<file path="config.mk">
export PLATFORM = sky130hd
export DESIGN_NAME = bsalu_top
export DESIGN_NICKNAME = d
export VERILOG_FILES = /design/src/rtl/bsalu_pkg.sv /design/src/rtl/bsalu_slice.sv /design/src/rtl/bsalu_flags.sv /design/src/rtl/bsalu_top.sv
export SDC_FILE = /design/constraint.sdc
export NUM_CORES = 1
export LEC_CHECK = 0
export CORE_ASPECT_RATIO = 2
export CORE_MARGIN = 3
export CORE_UTILIZATION = 45
export DETAILED_ROUTE_END_ITERATION = 7
export PLACE_DENSITY = 0.8
export SYNTH_ARGS = -nofsm -noshare
export SYNTH_HDL_FRONTEND = slang
export SYNTH_SLANG_ARGS = --single-unit
</file>
<file path="constraint.sdc">
create_clock -name vclk -period 49.8
set_input_delay 9.96 -clock vclk [all_inputs]
set_output_delay 9.96 -clock vclk [all_outputs]
set_load 0.02 [all_outputs]
</file>
<file path="src/rtl/bsalu_pkg.sv">
package bsalu_pkg;
   localparam int FN_W = 4;

   localparam logic [1:0] SEL_AND  = 2'b00;
   localparam logic [1:0] SEL_OR   = 2'b01;
   localparam logic [1:0] SEL_SUM  = 2'b10;
   localparam logic [1:0] SEL_LESS = 2'b11;

   localparam logic [FN_W-1:0] FN_AND = 4'b0000;
   localparam logic [FN_W-1:0] FN_OR  = 4'b0001;
   localparam logic [FN_W-1:0] FN_ADD = 4'b0010;
   localparam logic [FN_W-1:0] FN_SUB = 4'b0110;
   localparam logic [FN_W-1:0] FN_SLT = 4'b0111;
   localparam logic [FN_W-1:0] FN_NOR = 4'b1100;

   typedef struct packed {
      logic       inv_a;
      logic       inv_b;
      logic [1:0] sel;
   } fn_word_t;

   function automatic logic fn_is_defined(input logic [FN_W-1:0] f);
      return (f == FN_AND) || (f == FN_OR) || (f == FN_ADD) ||
             (f == FN_SUB) || (f == FN_SLT) || (f == FN_NOR);
   endfunction

   function automatic logic fn_is_arith(input logic [FN_W-1:0] f);
      return (f == FN_ADD) || (f == FN_SUB);
   endfunction
endpackage

</file>
<file path="src/rtl/bsalu_slice.sv">
module bsalu_slice
   import bsalu_pkg::*;
(
   input  logic       a,
   input  logic       b,
   input  logic       inv_a,
   input  logic       inv_b,
   input  logic [1:0] sel,
   input  logic       cin,
   input  logic       less,
   output logic       sum,
   output logic       cout,
   output logic       res
);
   logic aa;
   logic bb;

   always_comb begin
      aa   = a ^ inv_a;
      bb   = b ^ inv_b;
      sum  = aa ^ bb ^ cin;
      cout = (aa & bb) | (cin & (aa ^ bb));
      unique case (sel)
         SEL_AND:  res = aa & bb;
         SEL_OR:   res = aa | bb;
         SEL_SUM:  res = sum;
         default:  res = less;
      endcase
   end
endmodule

</file>
<file path="src/rtl/bsalu_flags.sv">
module bsalu_flags
   import bsalu_pkg::*;
#(
   parameter int DATA_W = 32
) (
   input  logic [FN_W-1:0]   fn_sel,
   input  logic [DATA_W-1:0] raw_res,
   input  logic              sum_msb,
   input  logic              carry_into_msb,
   input  logic              carry_from_msb,
   output logic              set_lt,
   output logic [DATA_W-1:0] result,
   output logic              zero,
   output logic              overflow,
   output logic              carry_out
);
   logic defined;
   logic arith;
   logic ovf_raw;

   always_comb begin
      defined   = fn_is_defined(fn_sel);
      arith     = fn_is_arith(fn_sel);
      ovf_raw   = carry_into_msb ^ carry_from_msb;
      set_lt    = sum_msb ^ ovf_raw;
      result    = defined ? raw_res : '0;
      zero      = defined & ~|raw_res;
      overflow  = arith & ovf_raw;
      carry_out = arith & carry_from_msb;
   end
endmodule

</file>
<file path="src/rtl/bsalu_top.sv">
module bsalu_top
   import bsalu_pkg::*;
#(
   parameter int DATA_W = 32
) (
   input  logic [DATA_W-1:0] opd_a,
   input  logic [DATA_W-1:0] opd_b,
   input  logic [FN_W-1:0]   fn_sel,
   output logic [DATA_W-1:0] result,
   output logic              zero,
   output logic              overflow,
   output logic              carry_out
);
   localparam int MSB = DATA_W - 1;

   generate
      if (DATA_W < 2) begin : g_bad_width
         $error("bsalu_top: DATA_W must be at least 2");
      end
   endgenerate

   fn_word_t          fw;
   logic [DATA_W:0]   cy;
   logic [DATA_W-1:0] sums;
   logic [DATA_W-1:0] raw_res;
   logic              set_lt;

   assign fw    = fn_word_t'(fn_sel);
   assign cy[0] = fw.inv_b;

   genvar i;
   generate
      for (i = 0; i < DATA_W; i++) begin : g_slice
         logic less_in;
         if (i == 0) begin : g_lsb
            assign less_in = set_lt;
         end else begin : g_upper
            assign less_in = 1'b0;
         end
         bsalu_slice u_slice (
            .a     (opd_a[i]),
            .b     (opd_b[i]),
            .inv_a (fw.inv_a),
            .inv_b (fw.inv_b),
            .sel   (fw.sel),
            .cin   (cy[i]),
            .less  (less_in),
            .sum   (sums[i]),
            .cout  (cy[i+1]),
            .res   (raw_res[i])
         );
      end
   endgenerate

   bsalu_flags #(.DATA_W(DATA_W)) u_flags (
      .fn_sel         (fn_sel),
      .raw_res        (raw_res),
      .sum_msb        (sums[MSB]),
      .carry_into_msb (cy[MSB]),
      .carry_from_msb (cy[DATA_W]),
      .set_lt         (set_lt),
      .result         (result),
      .zero           (zero),
      .overflow       (overflow),
      .carry_out      (carry_out)
   );

   logic [DATA_W:0] chk_add;
   logic [DATA_W:0] chk_sub;

   always_comb begin
      chk_add = {1'b0, opd_a} + {1'b0, opd_b};
      chk_sub = {1'b0, opd_a} - {1'b0, opd_b};
      if (fn_sel == FN_ADD) begin
         AST_ADD_MATCHES: assert ({carry_out, result} == chk_add) else $error("add mismatch");
      end
      if (fn_sel == FN_SUB) begin
         AST_SUB_DIFF: assert (result == chk_sub[DATA_W-1:0]) else $error("sub mismatch");
         AST_SUB_NO_BORROW: assert (carry_out == (opd_a >= opd_b)) else $error("borrow mismatch");
      end
      if (fn_sel == FN_SLT) begin
         AST_SLT_BIT: assert (result == {{(DATA_W-1){1'b0}}, ($signed(opd_a) < $signed(opd_b))})
            else $error("slt mismatch");
      end
      if (fn_is_defined(fn_sel) && !fn_is_arith(fn_sel)) begin
         AST_LOGIC_QUIET: assert (!overflow && !carry_out) else $error("flags on logical op");
      end
      if (!fn_is_defined(fn_sel)) begin
         AST_BAD_CODE_QUIET: assert (result == '0 && !zero && !overflow && !carry_out)
            else $error("undefined code not blanked");
      end
      if (zero) begin
         AST_ZERO_MEANS_CLEAR: assert (result == '0 && fn_is_defined(fn_sel)) else $error("zero wrong");
      end
   end
endmodule

</file>
# After elaboration in Yosys (flattened, before gate mapping)
# Cells that the tools add are included.
# totals
regBits	0
in_bits	68
output_inout_bits	35
word_cells	311
# op_classes
n_eq_ne	7
muxes	33
bitwise	261
reduce_logical	10
# op_table
op	n
XOR 1 bit	130
one-hot mux 1 bit (3 select lines)	32
AND 1 bit	67
OR 1 bit	64
2-to-1 mux 32 bit	1
OR reduction 32 bit	1
equality test 4 x 3 -> 1 bit (second input constant)	2
logical OR 1 bit	6
equality test 4 x 1 -> 1 bit (second input constant)	1
equality test 4 x 2 -> 1 bit (second input constant)	1
equality test 4 bit (second input constant)	1
zero test 4 bit	1
equality test 2 x 1 -> 1 bit (second input constant)	1
equality test 2 bit (second input constant)	1
zero test 2 bit	1
zero test 1 bit	1

# Depth between registers and ports, before layout
# logic_depth
word_depth	72
depth_mapped	43
ltp_nobuf	41

# By module
# From an unflattened synthesis, not the netlist that was laid out.
# unflattened
cells_unflattened	439
area_unflattened_um2	3862.5
# modules_own_cells
module	instances	cells_per_inst	area_per_inst_um2	seq_area_each_um2
bsalu_slice	32	12	107.6	0.0
bsalu_flags	1	54	415.4	0.0
bsalu_top	1	1	3.8	0.0

# Worst setup path after synthesis
# No wires, ideal clock.
# synth_timing
path_kind	input-to-output
from	input fn_sel[2]
to	output zero
arrival_time_ns	23.178
t_required_ns	39.840
path_slack_ns	16.662
cell_stages	42
n_path_buf	2
path_cell_list	clkbuf_1 -> buf_1 -> nor2_1 -> a21oi_1 -> fa_1 -> fa_1 -> fa_1 -> inv_1 -> fa_1 -> fa_1 -> fa_1 -> fa_1 -> fa_1 -> fa_1 -> fa_1 -> fa_1 -> fa_1 -> fa_1 -> [... 6 more ...] -> fa_1 -> fa_1 -> fa_1 -> fa_1 -> fa_1 -> fa_1 -> fa_1 -> fa_1 -> fa_1 -> inv_1 -> fa_1 -> fa_1 -> inv_1 -> fa_1 -> o22a_1 -> nand4_1 -> or4_1 -> nor4_2
# synth_between
elab_chain_len	72
elab_cells_between_ends	272
classes_between	5 x eq/ne; 32 x mux; 227 x bitwise; 8 x reduce/logical
# synth_rtl
item	line	source
from (decl)	bsalu_top.sv:8	input logic [FN_W-1:0] fn_sel,
XOR 1 bit	bsalu_slice.sv:20	bb = b ^ inv_b;
XOR 1 bit	bsalu_slice.sv:21, bsalu_slice.sv:22	
AND 1 bit	bsalu_slice.sv:22	cout = (aa & bb) | (cin & (aa ^ bb));
OR 1 bit	bsalu_slice.sv:22	
AND 1 bit	bsalu_slice.sv:22	
OR 1 bit	bsalu_slice.sv:22	
AND 1 bit	bsalu_slice.sv:22	
OR 1 bit	bsalu_slice.sv:22	
[... 56 more ...]	n/a	
AND 1 bit	bsalu_slice.sv:22	
OR 1 bit	bsalu_slice.sv:22	
XOR 1 bit	bsalu_flags.sv:24	ovf_raw = carry_into_msb ^ carry_from_msb;
XOR 1 bit	bsalu_flags.sv:25	set_lt = sum_msb ^ ovf_raw;
one-hot mux 1 bit (3 select lines)	bsalu_slice.sv:23	unique case (sel)
OR reduction 32 bit	bsalu_flags.sv:27	zero = defined & ~|raw_res;
zero test 1 bit	bsalu_flags.sv:27	
AND 1 bit (*)	bsalu_flags.sv:27	
to (decl)	bsalu_top.sv:10	output logic zero,
# Every way passes the cells marked *; elsewhere a longest branch is shown, timed or not.

# Worst setup path in the final report
# layout_timing
from	input fn_sel[3]
to	output zero
# layout_between
elab_chain_len	72
elab_cells_between_ends	272
classes_between	5 x eq/ne; 32 x mux; 227 x bitwise; 8 x reduce/logical
# layout_rtl
item	line	source
XOR 1 bit	bsalu_slice.sv:19	aa = a ^ inv_a;
XOR 1 bit	bsalu_slice.sv:21, bsalu_slice.sv:22	
AND 1 bit	bsalu_slice.sv:22	
OR 1 bit	bsalu_slice.sv:22	
AND 1 bit	bsalu_slice.sv:22	
OR 1 bit	bsalu_slice.sv:22	
AND 1 bit	bsalu_slice.sv:22	
OR 1 bit	bsalu_slice.sv:22	
[... 56 more ...]	n/a	
AND 1 bit	bsalu_slice.sv:22	
OR 1 bit	bsalu_slice.sv:22	
XOR 1 bit	bsalu_flags.sv:24	
XOR 1 bit	bsalu_flags.sv:25	
one-hot mux 1 bit (3 select lines)	bsalu_slice.sv:23	
OR reduction 32 bit	bsalu_flags.sv:27	
zero test 1 bit	bsalu_flags.sv:27	
AND 1 bit (*)	bsalu_flags.sv:27	
# Marked as above.

==> impl_metrics.env <==
export IMPL_grt_use_total_pct=20.00
export IMPL_postCtsSetupBuffers=0
export IMPL_rsz0062_at_grt="no"
export IMPL_nClkBuffers=0
export IMPL_cp_end_kind="primary output"
export IMPL_antenna_found_initial=0
export IMPL_synth_cells=408
export IMPL_power_leakage_nw=2.185
export IMPL_seq_cell_count=0
export IMPL_power_density_mw_per_mm2=13.47
export IMPL_yosysUniqueCellTypes=29
export IMPL_max_slew_worst_pin_slew_ns=1.133
export IMPL_port_buffers=103
export IMPL_area_delta_synth_final_pct=29.90
export IMPL_slew_headroom_pct=24.45
export IMPL_hold_class="in -> out"
export IMPL_cts_resized=0
export IMPL_dp_hpwl_mm=6.925
export IMPL_fp_dieW_um=67.56
export IMPL_wl_mm=8.501
export IMPL_synthMuxAreaShare_pct=7.997
export IMPL_num_rows=44
export IMPL_fin_util_pct=60.51
export IMPL_vias_per_cell=4.923
export IMPL_finalSetupViolations=0
export IMPL_drtPass1Iterations=4
export IMPL_ios=103
export IMPL_path_buf_inv=6
export IMPL_critPathTopFamily="adder cells"
export IMPL_multi_input_area_mm2=0.002909
export IMPL_max_clock_freq_mhz=29.09
export IMPL_period_minus_slack_ns=34.38
export IMPL_vias=2880
export IMPL_synthMostInstantiatedCell="inv_1"
export IMPL_syn_area_per_cell_um2=8.360
export IMPL_die_h_um=129.1
export IMPL_initial_utilization_pct=46.58
export IMPL_coreArea_mm2=0.007322
export IMPL_drtAntennaViolNets=0
export IMPL_fin_tns_setup_ns=0
export IMPL_arrival_ns=24.42
export IMPL_slowest_stage="clkdlybuf4s50_1"
export IMPL_synth_top_area_share_pct=23.48
export IMPL_total_power_mw=0.05969
export IMPL_cp_slowest_stage_delay_ns=0.66
export IMPL_synth_adder_area_share_pct=42.26
export IMPL_synth_area_leaders="ha_1, fa_1, xor2_1"
export IMPL_synth_area_mm2=0.003411
export IMPL_synthTopCellsByCount="inv_1, ha_1, xor2_1"
export IMPL_crit_type="in -> out"
export IMPL_synth_compound_area_share_pct=8.841
export IMPL_cts_hold_buffers_added=0
export IMPL_drive_gt1_share_pct=2.840
export IMPL_final_area_mm2=0.004431
export IMPL_n_antenna_cell=0
export IMPL_grt_pass1_vias=3246
export IMPL_synth_top_family_by_area="adder cells"
export IMPL_drt_initial_drc_count=77
export IMPL_yosys_warnings=0
export IMPL_cp_required_ns=39.84
export IMPL_dp_slack_ns=15.46
export IMPL_drv_slew=0
export IMPL_grt_start_max_net_pins=45
export IMPL_route_detailed_drc=0
export IMPL_finalCritPeriodShare_pct=69.03
export IMPL_fill_cells=680
export IMPL_fin_cells=585
export IMPL_dp_cells=585
export IMPL_regArea_um2=0
export IMPL_grt_pass1_wl_mm=13.85
export IMPL_die_area_mm2=0.008723
export IMPL_cp_max_fo=35
export IMPL_yosysSeqAreaShare_pct=0
export IMPL_gp_congestion=0.9033
export IMPL_cap_violations=0
export IMPL_synthSimpleGateAreaFrac_pct=9.134
export IMPL_synth_top_area_cell="ha_1"
export IMPL_startpoint_type="primary input"
export IMPL_worst_slack_ns=15.42
export IMPL_syn_nets=572
export IMPL_whs_ns=21.21
export IMPL_hold_viol_final=0
export IMPL_routedWlPerCell_um=14.53
export IMPL_fin_nets=659
export IMPL_status="finished, final reports clean"
export IMPL_cp_common_cell="fa_1"
export IMPL_post_synth_xor_area_fraction_pct=16.95
export IMPL_peakVddDrop_v=0.000008074
export IMPL_grt_ovfl_total=0
export IMPL_place_area_mm2=0.004431
-- final cells by class --
class	count	area share, %
inverters	94	7.964
multi-input cells	291	65.66
well taps	92	2.598
repair buffers	108	23.78
-- path summary, 6_finish.rpt --
check	startpoint	endpoint	slack, ns	cells after the start
max	fn_sel[3]	zero	15.42	43
min	fn_sel[0]	carry_out	21.21	4
-- power breakdown --
part | internal (mW) | leakage, nW | switching [mW]
registers | 0 | 0 | 0
logic | 0.0275 | 2.19 | 0.0322
clock network | 0 | 0 | 0
total | 0.0275 | 2.19 | 0.0322
-- cell families after synthesis --
logic type | count (synthesis)
buffers and inverters | 117
and+or+nand+nor | 63
adders and majority gates | 96
AOI/OAI and AO/OA | 40
xor gates and xnor gates | 66
muxes | 26
-- cell usage in the layout, fill, tap and decap left out, types with 2 or more instances in the layout --
cell and count:
ha_1 64, nor3_1 2, clkdlybuf4s50_1 100, nand2_1 2, o22a_1 23, xor2_1 61
xnor2_1 5, nor2_1 34, buf_4 5, nand2b_1 9, a21oi_1 12, or2b_1 3
inv_1 84, fa_1 32, clkinv_1 10, mux2i_1 25, nand4_1 8, buf_2 3
o22a_2 3
-- per-layer routing --
metal / vias up / GRT usage (%) / part of all wire, %
met5: - / 0 / 0
met4: 0 / 8.254 / 4.5
met3: 28 / 0.7806 / 3.3
met2: 93 / 40.61 / 58
met1: 1353 / 19.63 / 34
li1: 1406 / - / -
Power figures use the tool's default switching activity.
